[config.mk]
export PLATFORM = sky130hd
export DESIGN_NAME = pbus_master
export DESIGN_NICKNAME = d
export VERILOG_FILES = /design/src/rtl/pbus_pkg.sv /design/src/rtl/pbus_sync.sv /design/src/rtl/pbus_seq.sv /design/src/rtl/pbus_dp.sv /design/src/rtl/pbus_master.sv
export SDC_FILE = /design/constraint.sdc
export NUM_CORES = 1
export LEC_CHECK = 0
export BUFFER_PORTS_ARGS = -buffer_cell sky130_fd_sc_hd__clkbuf_2
export CORE_ASPECT_RATIO = 0.8
export CORE_MARGIN = 2
export CORE_UTILIZATION = 55
export DETAILED_ROUTE_END_ITERATION = 12
export MAX_ROUTING_LAYER = met4
export PLACE_DENSITY = 0.83
export SETUP_SLACK_MARGIN = 0.1
export SYNTH_ARGS = -nofsm -noshare
export SYNTH_HDL_FRONTEND = slang
export SYNTH_HIERARCHICAL = 1
export SYNTH_SLANG_ARGS = --single-unit
export TNS_END_PERCENT = 1
[constraint.sdc]
create_clock -name clk -period 3.2 [get_ports clk]
set_clock_uncertainty 0.05 [all_clocks]
set_input_delay 0.16 -clock clk [delete_from_list [all_inputs] [get_ports clk]]
set_output_delay 0.16 -clock clk [all_outputs]
set_load 0.02 [all_outputs]
[src/rtl/pbus_pkg.sv]
package pbus_pkg;

  typedef enum logic [3:0] {
    ST_IDLE = 4'd0,
    ST_S0   = 4'd1,
    ST_S1   = 4'd2,
    ST_S2   = 4'd3,
    ST_S3   = 4'd4,
    ST_S4   = 4'd5,
    ST_S5   = 4'd6,
    ST_S6   = 4'd7,
    ST_S7   = 4'd8,
    ST_WAIT = 4'd9
  } pbus_st_e;

  // address strobe active in these phases
  function automatic logic ph_as(input pbus_st_e s);
    return s inside {ST_S2, ST_S3, ST_S4, ST_WAIT, ST_S5, ST_S6};
  endfunction

  // data strobe active in these phases
  function automatic logic ph_ds(input pbus_st_e s);
    return s inside {ST_S4, ST_WAIT, ST_S5, ST_S6};
  endfunction

  // write direction held low in these phases
  function automatic logic ph_rw_low(input pbus_st_e s);
    return s inside {ST_S2, ST_S3, ST_S4, ST_WAIT, ST_S5, ST_S6, ST_S7};
  endfunction

  // output drivers enabled (writes) in these phases
  function automatic logic ph_drive(input pbus_st_e s);
    return s inside {ST_S3, ST_S4, ST_WAIT, ST_S5, ST_S6, ST_S7};
  endfunction

endpackage

[src/rtl/pbus_sync.sv]
module pbus_sync #(
  parameter int   STAGES  = 2,
  parameter logic RST_VAL = 1'b1
) (
  input  logic clk,
  input  logic rst,
  input  logic d,
  output logic q
);

  logic [STAGES-1:0] chain;

  generate
    if (STAGES == 1) begin : g_single
      always_ff @(posedge clk) begin
        if (rst) chain <= RST_VAL;
        else     chain <= d;
      end
    end else begin : g_multi
      always_ff @(posedge clk) begin
        if (rst) chain <= {STAGES{RST_VAL}};
        else     chain <= {chain[STAGES-2:0], d};
      end
    end
  endgenerate

  assign q = chain[STAGES-1];

endmodule

[src/rtl/pbus_seq.sv]
module pbus_seq
  import pbus_pkg::*;
(
  input  logic clk,
  input  logic rst,
  input  logic req_start,
  input  logic req_write,
  input  logic dtack_s,
  output logic ld_cmd,
  output logic ld_addr,
  output logic ld_data,
  output logic cap_rd,
  output logic busy,
  output logic done,
  output logic as_n,
  output logic ds_n,
  output logic rw,
  output logic doe
);

  pbus_st_e st_q, st_d;
  logic     wr_q, wr_d;
  logic     ack_ok_q;
  logic     accept;

  assign accept = (st_q == ST_IDLE) && req_start;
  assign wr_d   = accept ? req_write : wr_q;

  always_comb begin
    st_d = st_q;
    unique case (st_q)
      ST_IDLE: st_d = req_start ? ST_S0 : ST_IDLE;
      ST_S0:   st_d = ST_S1;
      ST_S1:   st_d = ST_S2;
      ST_S2:   st_d = ST_S3;
      ST_S3:   st_d = ST_S4;
      ST_S4:   st_d = ack_ok_q ? ST_S5 : ST_WAIT;
      ST_WAIT: st_d = dtack_s ? ST_S5 : ST_WAIT;
      ST_S5:   st_d = ST_S6;
      ST_S6:   st_d = ST_S7;
      ST_S7:   st_d = ST_IDLE;
      default: st_d = ST_IDLE;
    endcase
  end

  // datapath load strobes, each one edge ahead of the phase it serves
  assign ld_cmd  = accept;
  assign ld_addr = (st_q == ST_S0);
  assign ld_data = (st_q == ST_S2);
  assign cap_rd  = (st_q == ST_S6) && !wr_q;

  always_ff @(posedge clk) begin
    if (rst) begin
      st_q     <= ST_IDLE;
      wr_q     <= 1'b0;
      ack_ok_q <= 1'b0;
      busy     <= 1'b0;
      done     <= 1'b0;
      as_n     <= 1'b1;
      ds_n     <= 1'b1;
      rw       <= 1'b1;
      doe      <= 1'b0;
    end else begin
      st_q <= st_d;
      wr_q <= wr_d;
      if (st_q == ST_S3) ack_ok_q <= dtack_s;
      busy <= (st_d != ST_IDLE);
      done <= (st_q == ST_S7);
      as_n <= !ph_as(st_d);
      ds_n <= !ph_ds(st_d);
      rw   <= !(wr_d && ph_rw_low(st_d));
      doe  <= wr_d && ph_drive(st_d);
    end
  end

  assert_reset_idle_R1: assert property (@(posedge clk) disable iff (rst)
    $past(rst) |-> (as_n && ds_n && rw && !doe && !busy && !done));

  assert_rw_released_R4: assert property (@(posedge clk) disable iff (rst)
    done |-> rw);

  assert_drive_only_write_R5: assert property (@(posedge clk) disable iff (rst)
    doe |-> !rw);

  assert_ds_inside_as_R6: assert property (@(posedge clk) disable iff (rst)
    !ds_n |-> !as_n);

  assert_wait_holds_R7: assert property (@(posedge clk) disable iff (rst)
    (st_q == ST_WAIT && !dtack_s) |=> (st_q == ST_WAIT));

  assert_done_single_R9: assert property (@(posedge clk) disable iff (rst)
    done |=> !done);

  assert_done_idle_R9: assert property (@(posedge clk) disable iff (rst)
    done |-> !busy);

  assert_no_restart_R10: assert property (@(posedge clk) disable iff (rst)
    (st_q != ST_IDLE && req_start) |=> (st_q != ST_S0));

endmodule

[src/rtl/pbus_dp.sv]
module pbus_dp #(
  parameter int ADDR_W = 24,
  parameter int DATA_W = 8
) (
  input  logic              clk,
  input  logic              rst,
  input  logic              ld_cmd,
  input  logic              ld_addr,
  input  logic              ld_data,
  input  logic              cap_rd,
  input  logic [ADDR_W-1:0] req_addr,
  input  logic [DATA_W-1:0] req_wdata,
  input  logic [DATA_W-1:0] bus_din,
  output logic [ADDR_W-1:0] bus_addr,
  output logic [DATA_W-1:0] bus_dout,
  output logic [DATA_W-1:0] rd_data
);

  logic [ADDR_W-1:0] addr_h;
  logic [DATA_W-1:0] wdata_h;

  always_ff @(posedge clk) begin
    if (rst) begin
      addr_h   <= '0;
      wdata_h  <= '0;
      bus_addr <= '0;
      bus_dout <= '0;
      rd_data  <= '0;
    end else begin
      if (ld_cmd) begin
        addr_h  <= req_addr;
        wdata_h <= req_wdata;
      end
      if (ld_addr) bus_addr <= addr_h;
      if (ld_data) bus_dout <= wdata_h;
      if (cap_rd)  rd_data  <= bus_din;
    end
  end

endmodule

[src/rtl/pbus_master.sv]
module pbus_master #(
  parameter int ADDR_W      = 24,
  parameter int DATA_W      = 8,
  parameter int SYNC_STAGES = 2
) (
  input  logic              clk,
  input  logic              rst,
  input  logic              req_start,
  input  logic              req_write,
  input  logic [ADDR_W-1:0] req_addr,
  input  logic [DATA_W-1:0] req_wdata,
  output logic              busy,
  output logic              done,
  output logic [DATA_W-1:0] rd_data,
  output logic [ADDR_W-1:0] bus_addr,
  output logic [DATA_W-1:0] bus_dout,
  output logic              bus_doe,
  input  logic [DATA_W-1:0] bus_din,
  output logic              bus_as_n,
  output logic              bus_ds_n,
  output logic              bus_rw,
  input  logic              bus_dtack_n
);

  logic dtack_n_s, dtack_s;
  logic ld_cmd, ld_addr, ld_data, cap_rd;

  pbus_sync #(.STAGES(SYNC_STAGES), .RST_VAL(1'b1)) u_sync (
    .clk (clk),
    .rst (rst),
    .d   (bus_dtack_n),
    .q   (dtack_n_s)
  );

  assign dtack_s = !dtack_n_s;

  pbus_seq u_seq (
    .clk       (clk),
    .rst       (rst),
    .req_start (req_start),
    .req_write (req_write),
    .dtack_s   (dtack_s),
    .ld_cmd    (ld_cmd),
    .ld_addr   (ld_addr),
    .ld_data   (ld_data),
    .cap_rd    (cap_rd),
    .busy      (busy),
    .done      (done),
    .as_n      (bus_as_n),
    .ds_n      (bus_ds_n),
    .rw        (bus_rw),
    .doe       (bus_doe)
  );

  pbus_dp #(.ADDR_W(ADDR_W), .DATA_W(DATA_W)) u_dp (
    .clk       (clk),
    .rst       (rst),
    .ld_cmd    (ld_cmd),
    .ld_addr   (ld_addr),
    .ld_data   (ld_data),
    .cap_rd    (cap_rd),
    .req_addr  (req_addr),
    .req_wdata (req_wdata),
    .bus_din   (bus_din),
    .bus_addr  (bus_addr),
    .bus_dout  (bus_dout),
    .rd_data   (rd_data)
  );

  // write data must not move while the drivers are on
  assert_dout_steady_R5: assert property (@(posedge clk) disable iff (rst)
    (bus_doe && $past(bus_doe)) |-> $stable(bus_dout));

  // address must not move while the strobe is asserted
  assert_addr_steady_R2: assert property (@(posedge clk) disable iff (rst)
    (!bus_as_n && $past(!bus_as_n)) |-> $stable(bus_addr));

endmodule

==> results.yml <==
outcome:
  status: "finished, final reports clean"
routing:
  postRouteAntennaNets: 0
  routed-via-count: 2427
  highest-signal-layer: "met4"
  drc: 0
  drt_iter0_markers: 68
  routedWlPerCell_um: 13.5
  avgViaCountPerCell: 4.96
  m1WireLength_mm: 3.08
  routed_wl_mm: 6.61
  wl_met3_um: 483
  wl_met2_mm: 2.98
  first_pass_iters: 4
global_route:
  grt_pass1_wl_mm: 10.7
  grt_overflow: 0
  grt_pass1_vias: 2310
  antenna_found_initial: 0
  grt_max_degree: 62
  grt_usage: 0.213
placement:
  dpl.hpwl_mm: 4.27
  io_buffer_count: 90
  place_congestion: 0.792
die:
  rows: 24
  fp.dieW_um: 89.7
  io_pins: 91
  die_h_um: 72.6
  fp.dieArea_mm2: 0.00651
  core_mm2: 0.00556
  start_util: 0.582
logic_synthesis:
  synth_mux_area_frac: 0.226
  synth_top_area_share: 0.533
  postSynthAreaPerCell_um2: 10.7
  synth_area_leader_cell: "dfxtp_1"
  yosys.area_share.simple: 0.138
  ys_top_cells_by_count: "dfxtp_1, nor2_1, mux2i_1"
  ys_ff_latch: 86
  yosysSeqAreaShare: 0.533
  ys_types: 35
  synthTopCellsByArea: "dfxtp_1, mux2i_1, nor2_1"
  synthFlopType: "dfxtp_1"
  synth_top_family_by_area: "multiplexers"
  synthAdderAreaFrac: 0
  synth_most_common_cell: "dfxtp_1"
  syn_nets: 346
  syn_area_mm2: 0.00323
  syn_inst: 301
  synth-edff-count: 0
  yosysWarnings: 6
  postSynth.asyncResetShare: 0
  synth_compound_gate_area_share: 0.0317
  synth_xor_area_frac: 0
sta:
  hold-worst-slack_ns: 0.0106
  setup_viol: 0
  slew_headroom: 0.230
  hold_viol: 0
  drv_slew: 0
  tightest_slew_ns: 1.16
  rsz0062_at_grt: "false"
  finalCritPeriodShare: 0.663
  max_freq_mhz: 472
  fin_crit_ns: 2.12
  fin_tns_setup_ns: 0
setup_path:
  r2r_slack_ns: 1.08
  arrival_ns: 2.27
  path_max_fanout: 11
  crit_type: "flip-flop to flip-flop"
  cp-end-kind: "flip-flop"
  cp-start-kind: "flip-flop"
  crit_required_ns: 3.35
final_layout:
  nNetsFinal: 451
  area_delta_synth_final_pct: 26.0
  num_antenna_cells: 0
  drive_gt1_frac: 0.280
pwr:
  power_density_mw_per_mm2: 581
  total_power_w: 0.00237
  p_leak_nw: 1.79
  irDropWorstVdd_mv: 0.549
clock_network:
  hold_buffers: 22
  post-cts-setup-buffers: 0
  cts_resized: 0
  clock_sinks: 86
  cts_root_buf: "clkbuf_8"
  cts_tree: "built"
  cts_buffers: 9
  clock_latency_ns: 0.35
  htreeDepth: 3
  clk_pin_slew_ns: 0.09
  clockBufferDepth: 2
hold_path:
  hold_class: "input pin to flip-flop"
run:
  drv_cap: 0
==> layout make-up <==
type	instances	area, µm²
timing repair buffer	116	701
multi-input combinational	190	1290
tap	78	97.6
fill	405	1480
inverter	3	11.3
clock buffer	11	151
clock inverter	5	105
sequential	86	1720
==> cells in the final DEF, fill, tap and decap left out, types with 2 or more instances in the layout <==
| cell type | netlist | routed |
|---|---|---|
| a21oi_1 | 3 | 3 |
| buf_4 | 4 | 4 |
| bufinv_16 | 0 | 3 |
| clkbuf_2 | 0 | 90 |
| clkbuf_8 | 0 | 11 |
| clkinvlp_4 | 0 | 2 |
| dfxtp_1 | 86 | 86 |
| dlygate4sd3_1 | 0 | 22 |
| inv_1 | 3 | 3 |
| mux2i_1 | 73 | 73 |
| nand2_1 | 2 | 2 |
| nand2b_1 | 3 | 3 |
| nor2_1 | 80 | 80 |
| nor2b_1 | 3 | 3 |
| nor3b_1 | 2 | 2 |
| or2_1 | 2 | 2 |
==> power by group <==
part / internal, W / switching (W)
clock network: 0.000561 / 0.000374
registers: 0.00112 / 0.0000336
logic: 0.000135 / 0.000142
total: 0.00182 / 0.000549
==> sequential cells by signal (all words and copies together) (netlist names) <==
signal	cells
u_dp/bus_addr	24
u_dp/addr_h	24
u_seq/ack_ok_q	1
u_sync/chain	2
u_seq/done	1
u_dp/bus_dout	8
u_dp/wdata_h	8
u_seq/as_n	1
u_seq/ds_n	1
u_seq/busy	1
u_seq/st_q	4
u_seq/doe	1
u_dp/rd_data	8
u_seq/rw	1
u_seq/wr_q	1
==> layer usage <==
metal,GRT usage,vias to the layer above
met1,0.256,1124
met4,0.0564,0
met3,0.0826,9
li1,-,1217
met2,0.343,77
met5,-,-
==> worst paths after layout <==
path	endpoint	depth (start not counted)	startpoint
min reg2reg	u_sync/chain[1]$_SDFF_PP1_	1	u_sync/chain[0]$_SDFF_PP1_
max reg2reg	u_dp/rd_data[3]$_SDFFE_PP0P_	5	u_seq/st_q[2]$_SDFF_PP0_
min	u_dp/addr_h[9]$_SDFFE_PP0P_	3	req_addr[9]
max	u_dp/rd_data[3]$_SDFFE_PP0P_	5	u_seq/st_q[2]$_SDFF_PP0_
==> kinds of logic (layout without fill, tap and decap cells) <==
family                 Yosys count  after routing
buffers and inverters           25            135
and+or+nand+nor                103            103
AOI/OAI and AO/OA               14             14
DFF                             86             86
muxes                           73             73
==> critical path, cell delays in order (launching register included) <==
cell and delay, ns:
dfxtp_1 0.56, nor2b_1 0.22, nand3_1 0.13, nor2_1 0.68, mux2i_1 0.28, nor2_1 0.06
==> per-stage QoR <==
stage / setup WS, ns / utilization / std cells / cell area, µm²
finish: 1.08 / 0.733 / 489 / 4070
global route: 0.920 / 0.733 / 489 / 4070
CTS: 1.08 / 0.733 / 489 / 4070
detailed placement: 1.11 / 0.648 / 451 / 3600
global placement: 1.18 / 0.648 / 451 / 3600
floorplan: 1.73 / - / 301 / 3230
Power figures use the tool's default switching activity.
